<file path="config.mk">
export PLATFORM = sky130hd
export DESIGN_NAME = snd_regwin
export DESIGN_NICKNAME = d
export VERILOG_FILES = /design/src/rtl/snd_regwin_pkg.sv /design/src/rtl/snd_port_bank.sv /design/src/rtl/snd_dsp_bridge.sv /design/src/rtl/snd_rom_overlay.sv /design/src/rtl/snd_regwin.sv
export SDC_FILE = /design/constraint.sdc
export NUM_CORES = 1
export LEC_CHECK = 0
export BUFFER_PORTS_ARGS = -buffer_cell sky130_fd_sc_hd__buf_2
export CELL_PAD_IN_SITES_DETAIL_PLACEMENT = 0
export CELL_PAD_IN_SITES_GLOBAL_PLACEMENT = 1
export CORE_AREA = 2 2 114 116
export CTS_BUF_LIST = sky130_fd_sc_hd__clkbuf_4 sky130_fd_sc_hd__clkbuf_8
export DETAILED_ROUTE_END_ITERATION = 8
export DIE_AREA = 0 0 116 118
export MAX_ROUTING_LAYER = met4
export PLACE_DENSITY = 0.95
export SLEW_MARGIN = 10
export SYNTH_ARGS = -nofsm -noshare
export SYNTH_HDL_FRONTEND = slang
export SYNTH_SLANG_ARGS = --single-unit
</file>
<file path="constraint.sdc">
create_clock -name clk -period 5 [get_ports clk]
set_input_delay 1 -clock clk [delete_from_list [all_inputs] [get_ports clk]]
set_output_delay 1 -clock clk [all_outputs]
set_load 0.1 [all_outputs]
</file>
<file path="src/rtl/snd_regwin_pkg.sv">
package snd_regwin_pkg;
   // window offsets; the ordering is what the CPU software decodes
   localparam logic [3:0] OFS_TEST  = 4'h0;
   localparam logic [3:0] OFS_CTRL  = 4'h1;
   localparam logic [3:0] OFS_DADDR = 4'h2;
   localparam logic [3:0] OFS_DDATA = 4'h3;
   localparam logic [3:0] OFS_PORT0 = 4'h4;
   localparam logic [3:0] OFS_SCR0  = 4'h8;

   // control register bit positions
   localparam int CTRL_CLR_LO = 4;
   localparam int CTRL_ROM    = 7;

   typedef enum logic [1:0] {
      SRC_REG = 2'd0,
      SRC_ROM = 2'd1,
      SRC_RAM = 2'd2
   } rd_src_e;
endpackage

</file>
<file path="src/rtl/snd_port_bank.sv">
module snd_port_bank #(
   parameter int NUM_PORTS = 4,
   parameter int DW        = 8,
   localparam int PSEL_W   = (NUM_PORTS > 1) ? $clog2(NUM_PORTS) : 1,
   localparam int PAIRS    = NUM_PORTS / 2
) (
   input  logic                    clk,
   input  logic                    rst,
   input  logic [NUM_PORTS-1:0]    cpu_out_we,
   input  logic [DW-1:0]           cpu_wdata,
   input  logic                    host_we,
   input  logic [PSEL_W-1:0]       host_sel,
   input  logic [DW-1:0]           host_wdata,
   input  logic [PAIRS-1:0]        clr_pair,
   output logic [NUM_PORTS*DW-1:0] port_out,
   output logic [NUM_PORTS*DW-1:0] port_in
);
   for (genvar k = 0; k < NUM_PORTS; k++) begin : g_port
      logic [DW-1:0] out_q;
      logic [DW-1:0] in_q;
      logic          host_hit;

      assign host_hit = host_we && (host_sel == PSEL_W'(k));

      always_ff @(posedge clk) begin
         if (rst) begin
            out_q <= '0;
         end else if (cpu_out_we[k]) begin
            out_q <= cpu_wdata;
         end
      end

      // clear takes priority over a simultaneous host write
      always_ff @(posedge clk) begin
         if (rst || clr_pair[k/2]) begin
            in_q <= '0;
         end else if (host_hit) begin
            in_q <= host_wdata;
         end
      end

      assign port_out[k*DW +: DW] = out_q;
      assign port_in[k*DW +: DW]  = in_q;
   end
endmodule

</file>
<file path="src/rtl/snd_dsp_bridge.sv">
module snd_dsp_bridge #(
   parameter int DW     = 8,
   parameter int DSP_AW = 7
) (
   input  logic              clk,
   input  logic              rst,
   input  logic              addr_we,
   input  logic              data_we,
   input  logic [DW-1:0]     wdata,
   output logic [DW-1:0]     addr_full,
   output logic [DSP_AW-1:0] dsp_addr,
   output logic              dsp_we,
   output logic [DW-1:0]     dsp_wdata
);
   logic [DW-1:0] addr_q;
   logic          in_range;

   always_ff @(posedge clk) begin
      if (rst) begin
         addr_q <= '0;
      end else if (addr_we) begin
         addr_q <= wdata;
      end
   end

   assign in_range  = (addr_q >> DSP_AW) == '0;
   assign addr_full = addr_q;
   assign dsp_addr  = addr_q[DSP_AW-1:0];
   assign dsp_we    = data_we && in_range;
   assign dsp_wdata = wdata;
endmodule

</file>
<file path="src/rtl/snd_rom_overlay.sv">
module snd_rom_overlay #(
   parameter int ADDR_W    = 16,
   parameter int DW        = 8,
   parameter int ROM_BYTES = 64,
   parameter logic [ROM_BYTES*DW-1:0] ROM_IMAGE = {ROM_BYTES{8'hFF}},
   localparam int ROM_AW   = $clog2(ROM_BYTES)
) (
   input  logic [ADDR_W-1:0] addr,
   input  logic              enable,
   output logic              hit,
   output logic [DW-1:0]     rdata
);
   logic [ROM_AW-1:0] idx;

   assign idx   = addr[ROM_AW-1:0];
   assign hit   = enable && (&addr[ADDR_W-1:ROM_AW]);
   assign rdata = ROM_IMAGE[idx*DW +: DW];
endmodule

</file>
<file path="src/rtl/snd_regwin.sv">
module snd_regwin
   import snd_regwin_pkg::*;
#(
   parameter int ADDR_W    = 16,
   parameter int DW        = 8,
   parameter int NUM_PORTS = 4,
   parameter int DSP_AW    = 7,
   parameter int SCRATCH_N = 2,
   parameter int ROM_BYTES = 64,
   parameter logic [ADDR_W-1:0] WIN_BASE = 16'h00F0,
   parameter logic [ROM_BYTES*DW-1:0] ROM_IMAGE = {ROM_BYTES{8'hFF}},
   parameter int PSEL_W    = (NUM_PORTS > 1) ? $clog2(NUM_PORTS) : 1
) (
   input  logic                    clk,
   input  logic                    rst,
   input  logic [ADDR_W-1:0]       cpu_addr,
   input  logic [DW-1:0]           cpu_wdata,
   input  logic                    cpu_wr,
   input  logic                    cpu_rd,
   output logic [DW-1:0]           cpu_rdata,
   output logic                    ram_we,
   output logic [ADDR_W-1:0]       ram_addr,
   output logic [DW-1:0]           ram_wdata,
   input  logic [DW-1:0]           ram_rdata,
   input  logic                    host_we,
   input  logic [PSEL_W-1:0]       host_sel,
   input  logic [DW-1:0]           host_wdata,
   output logic [NUM_PORTS*DW-1:0] port_out,
   output logic [NUM_PORTS*DW-1:0] port_in,
   output logic [DSP_AW-1:0]       dsp_addr,
   output logic                    dsp_we,
   output logic [DW-1:0]           dsp_wdata,
   input  logic [DW-1:0]           dsp_rdata
);
   localparam int PAIRS = NUM_PORTS / 2;

   // elaboration-time parameter checks
   if (DW != 8) begin : g_bad_dw
      $error("snd_regwin: DW must be 8");
   end
   if (NUM_PORTS != 2 && NUM_PORTS != 4) begin : g_bad_ports
      $error("snd_regwin: NUM_PORTS must be 2 or 4");
   end
   if (SCRATCH_N < 1 || SCRATCH_N > 2) begin : g_bad_scr
      $error("snd_regwin: SCRATCH_N must be 1 or 2");
   end
   if (DSP_AW < 1 || DSP_AW >= DW) begin : g_bad_daw
      $error("snd_regwin: DSP_AW out of range");
   end
   if ((ROM_BYTES & (ROM_BYTES - 1)) != 0 || ROM_BYTES < 2) begin : g_bad_rom
      $error("snd_regwin: ROM_BYTES must be a power of two");
   end
   if (WIN_BASE[3:0] != 4'h0) begin : g_bad_base
      $error("snd_regwin: WIN_BASE must be 16-byte aligned");
   end
   if ((longint'(WIN_BASE) + 16) > ((longint'(1) << ADDR_W) - ROM_BYTES)) begin : g_bad_overlap
      $error("snd_regwin: window overlaps ROM range");
   end

   // ---------------- decode ----------------
   logic       win_hit;
   logic [3:0] ofs;
   logic       wr_win;
   logic       ctrl_we;

   assign win_hit = (cpu_addr[ADDR_W-1:4] == WIN_BASE[ADDR_W-1:4]);
   assign ofs     = cpu_addr[3:0];
   assign wr_win  = cpu_wr && win_hit;
   assign ctrl_we = wr_win && (ofs == OFS_CTRL);

   // RAM write-through
   assign ram_we    = cpu_wr;
   assign ram_addr  = cpu_addr;
   assign ram_wdata = cpu_wdata;

   // ---------------- control ----------------
   logic             rom_en_q;
   logic [PAIRS-1:0] clr_pair;

   always_ff @(posedge clk) begin
      if (rst) begin
         rom_en_q <= 1'b1;
      end else if (ctrl_we) begin
         rom_en_q <= cpu_wdata[CTRL_ROM];
      end
   end

   for (genvar p = 0; p < PAIRS; p++) begin : g_clr
      assign clr_pair[p] = ctrl_we && cpu_wdata[CTRL_CLR_LO + p];
   end

   // ---------------- host ports ----------------
   logic [NUM_PORTS-1:0] port_we;

   for (genvar k = 0; k < NUM_PORTS; k++) begin : g_pwe
      assign port_we[k] = wr_win && (ofs == 4'(OFS_PORT0 + k));
   end

   snd_port_bank #(
      .NUM_PORTS (NUM_PORTS),
      .DW        (DW)
   ) u_ports (
      .clk        (clk),
      .rst        (rst),
      .cpu_out_we (port_we),
      .cpu_wdata  (cpu_wdata),
      .host_we    (host_we),
      .host_sel   (host_sel),
      .host_wdata (host_wdata),
      .clr_pair   (clr_pair),
      .port_out   (port_out),
      .port_in    (port_in)
   );

   // ---------------- DSP bridge ----------------
   logic [DW-1:0] daddr_full;

   snd_dsp_bridge #(
      .DW     (DW),
      .DSP_AW (DSP_AW)
   ) u_dsp (
      .clk       (clk),
      .rst       (rst),
      .addr_we   (wr_win && (ofs == OFS_DADDR)),
      .data_we   (wr_win && (ofs == OFS_DDATA)),
      .wdata     (cpu_wdata),
      .addr_full (daddr_full),
      .dsp_addr  (dsp_addr),
      .dsp_we    (dsp_we),
      .dsp_wdata (dsp_wdata)
   );

   // ---------------- scratch bytes ----------------
   logic [DW-1:0] scr_q [SCRATCH_N];

   for (genvar s = 0; s < SCRATCH_N; s++) begin : g_scr
      always_ff @(posedge clk) begin
         if (rst) begin
            scr_q[s] <= '0;
         end else if (wr_win && (ofs == 4'(OFS_SCR0 + s))) begin
            scr_q[s] <= cpu_wdata;
         end
      end
   end

   // ---------------- ROM overlay ----------------
   logic          rom_hit;
   logic [DW-1:0] rom_byte;

   snd_rom_overlay #(
      .ADDR_W    (ADDR_W),
      .DW        (DW),
      .ROM_BYTES (ROM_BYTES),
      .ROM_IMAGE (ROM_IMAGE)
   ) u_rom (
      .addr   (cpu_addr),
      .enable (rom_en_q),
      .hit    (rom_hit),
      .rdata  (rom_byte)
   );

   // ---------------- read path ----------------
   logic [DW-1:0] reg_val;
   rd_src_e       src_d;
   rd_src_e       src_q;
   logic [DW-1:0] hold_q;

   always_comb begin
      reg_val = '0;
      if (ofs == OFS_DADDR) reg_val = daddr_full;
      if (ofs == OFS_DDATA) reg_val = dsp_rdata;
      for (int k = 0; k < NUM_PORTS; k++) begin
         if (ofs == 4'(OFS_PORT0 + k)) reg_val = port_in[k*DW +: DW];
      end
      for (int s = 0; s < SCRATCH_N; s++) begin
         if (ofs == 4'(OFS_SCR0 + s)) reg_val = scr_q[s];
      end
   end

   always_comb begin
      if (win_hit)      src_d = SRC_REG;
      else if (rom_hit) src_d = SRC_ROM;
      else              src_d = SRC_RAM;
   end

   always_ff @(posedge clk) begin
      if (rst) begin
         src_q  <= SRC_REG;
         hold_q <= '0;
      end else if (cpu_rd) begin
         src_q  <= src_d;
         hold_q <= (src_d == SRC_ROM) ? rom_byte : reg_val;
      end
   end

   assign cpu_rdata = (src_q == SRC_RAM) ? ram_rdata : hold_q;
endmodule

</file>
==> flow_summary.toml <==
[setup_path]
cpPeakStageDelay_ps = 540
crit_top_cell = "buf_2"
cp_slowest_cell = "nor4bb_1"
crit_start = "cpu_addr[2]"
worstSetupPathType = "in2out"
cp.arrival_ps = 2800
rr_startpoint = "u_dsp.addr_full[5]"
r2r_slack_ps = 3580
worstSetupEndpointType = "output port"
cp_data_required_time_ps = 4000
crit_fanout = 11
r2r_cells = 4
crit_path_cell_trace = "buf_2 -> nor2b_1 -> nor4bb_1 -> and3_1 -> buf_2"
startpoint_type = "primary input"
worst_r2r_endpoint = "hold_q[5]"

[sta]
slew_headroom_pct = 35.47
finalHoldViolations = 0
clock.fmax_ghz = 0.2629
period_share_pct = 76.07
rsz0062_at_grt = "false"
setup-violations-final = 0
finalClockSkew_ps = 20.49
tns_ps = 0
slew_viol_final = 0
min_period_ps = 3803
worst_pin_slew_ps = 963.7

[synthesis]
synth.net_count = 630
synth_area_per_cell_sq_um = 8.913
yosysTopAreaCellShare_pct = 32.42
yosysWarnings = 0
ys.flop_type = "dfxtp_1"
syn_inst = 575
synth_seq_cells = 99
async_flop_share_pct = 0
synth_edf_count = 16
synth_area_sq_mm = 0.005125
synth_area_leader_cell = "dfxtp_1"
synth_area_leaders = "dfxtp_1, mux2i_1, edfxtp_1"
synthDistinctLibCells = 37
ys_seq_area_share_pct = 41.80

[clock_tree]
path_clk_slew_ps = 90
cts-htree-levels = 3
cts_buffer_depth = 2
cts-root-buf = "clkbuf_8"
tritoncts = "done"
insertion_delay_ps = 390
cts_setup_buffers = 0
cts_hold_buf = 0
clkSinkCount = 99
cts_made_buffers = 9
cts_resized = 0

[cells_and_area]
final-seq-area_sq_mm = 0.002142
fillers = 1240
layout_commonest_cell = "buf_2"
post_route_cells_drive_above_1_share_pct = 30.57
final_area_sq_mm = 0.005986
final_cell_mix = "buf_2, dfxtp_1, nor2_1, mux2i_1, o21ai_0"
syn_to_final_growth_pct = 16.80
multiInputGateArea_sq_mm = 0.002471
fin_nets = 737

[run]
cap_violations = 0

[outcome]
status = "finished clean"

[floorplan]
fp.dieW_um = 116
die_y_um = 118
die_area_sq_mm = 0.01369
start_util_pct = 41.28
core_sq_mm = 0.01241
row_count = 41
io_pins = 168

[grt]
overflow = 0
grt_pass1_vias = 4349
grt_max_degree = 40
grt_pass1_wl_mm = 22.07
track_usage_pct = 21.06
antenna_found_initial = 1

[pwr]
power_leakage_nw = 2.636
max-vdd-ir-drop_uv = 160.8
p_per_area_mw_per_mm2 = 290.2

[min_path]
worstHoldStart = "u_ports.g_port[0].out_q[1]"
hold_class = "reg2reg"
min_path_cells = 2
min_delay_worst_endpoint = "u_ports.g_port[0].out_q[1]"

[place]
place.port_buffers = 167
dp_hpwl_mm = 10.53
place_congestion = 0.8601
placed_area_sq_mm = 0.005792

[route]
viasPerCell = 5.335
ant_nets = 0
drc_errors = 0
first_pass_iters = 4
num_vias = 4588
totalWireLength_mm = 14.23
first_iter_violations = 269
wire_per_inst_um = 16.55
-- power by group --
group	leakage (nW)	internal, W	total [W]	switching [W]
Sequential	0.824	0.000828	0.000840	0.0000123
Clock	0.0991	0.000197	0.000498	0.000301
Combinational	1.71	0.0000816	0.000398	0.000317
Total	2.64	0.00111	0.00174	0.000631
-- critical path: cells and delay by family --
family                 cells  cell delay, ps
and+or+nand+nor            3            1210
buffers and inverters      2             580
-- Yosys cell counts, drive strengths merged (5+ instances only) --
library cell  count
nor2             59
a21oi            40
mux2              8
buf              52
nand3b            8
o21ai            49
nand2b           17
nor3b             5
dfxtp            83
nand3            36
and2             24
a221o             8
o31ai            10
o32ai             8
clkbuf           27
a211oi            8
mux2i            57
edfxtp           16
nor2b            12
inv              18
-- area by class of cell --
type,instances,share of cell area [%]
clock inverter,6,1.003
tap,172,3.595
inverter,18,1.129
timing repair buffer,175,14.97
sequential,99,35.79
clock buffer,10,2.195
antenna,1,0.04181
multi-input combinational,379,41.28
-- registers in the layout, indices dropped and copies added, names as in the netlist --
| name | flops |
|---|---|
| scr_q | 16 |
| u_ports.g_port.in_q | 32 |
| u_dsp.addr_full | 8 |
| u_ports.g_port.out_q | 32 |
| src_q | 2 |
| hold_q | 8 |
| rom_en_q | 1 |
-- metal layers --
layer	GRT usage, %	wire length, um
met1	25.65	6115
met5	-	0
met3	4.583	824
met2	34.06	6956
met4	7.813	332
-- cell families (layout without fill, tap and decap cells) --
kind of cell / Yosys count / in the layout / share of synthesized area (%)
and+or+nand+nor: 187 / 187 / 20.19
buffers and inverters: 97 / 209 / 10.18
DFF: 99 / 99 / 41.80
AOI/OAI and AO/OA: 127 / 127 / 14.94
other: 0 / 1 / 0
muxes: 65 / 65 / 12.89
-- metrics by stage --
step	worst slack (ps)	instances	power [W]	utilization, %	hold WS [ps]
finish	1197	860	0.001737	48.22	481.0
global route	1112	860	0.001803	48.22	504.7
CTS	1159	859	0.001745	48.20	486.2
detailed placement	1162	843	0.001256	46.65	469.0
global placement	1205	843	0.001250	46.65	456.8
floorplan	1130	575	0.001184	-	458.1
-- how the worst max path moves through the flow --
stage               endpoint  slack, ps  cells after the start
floorplan             dsp_we       1130                      5
global placement      dsp_we       1210                      5
detailed placement    dsp_we       1160                      5
CTS                   dsp_we       1160                      5
global route          dsp_we       1110                      5
finish                dsp_we       1200                      5
Power figures use the tool's default switching activity.
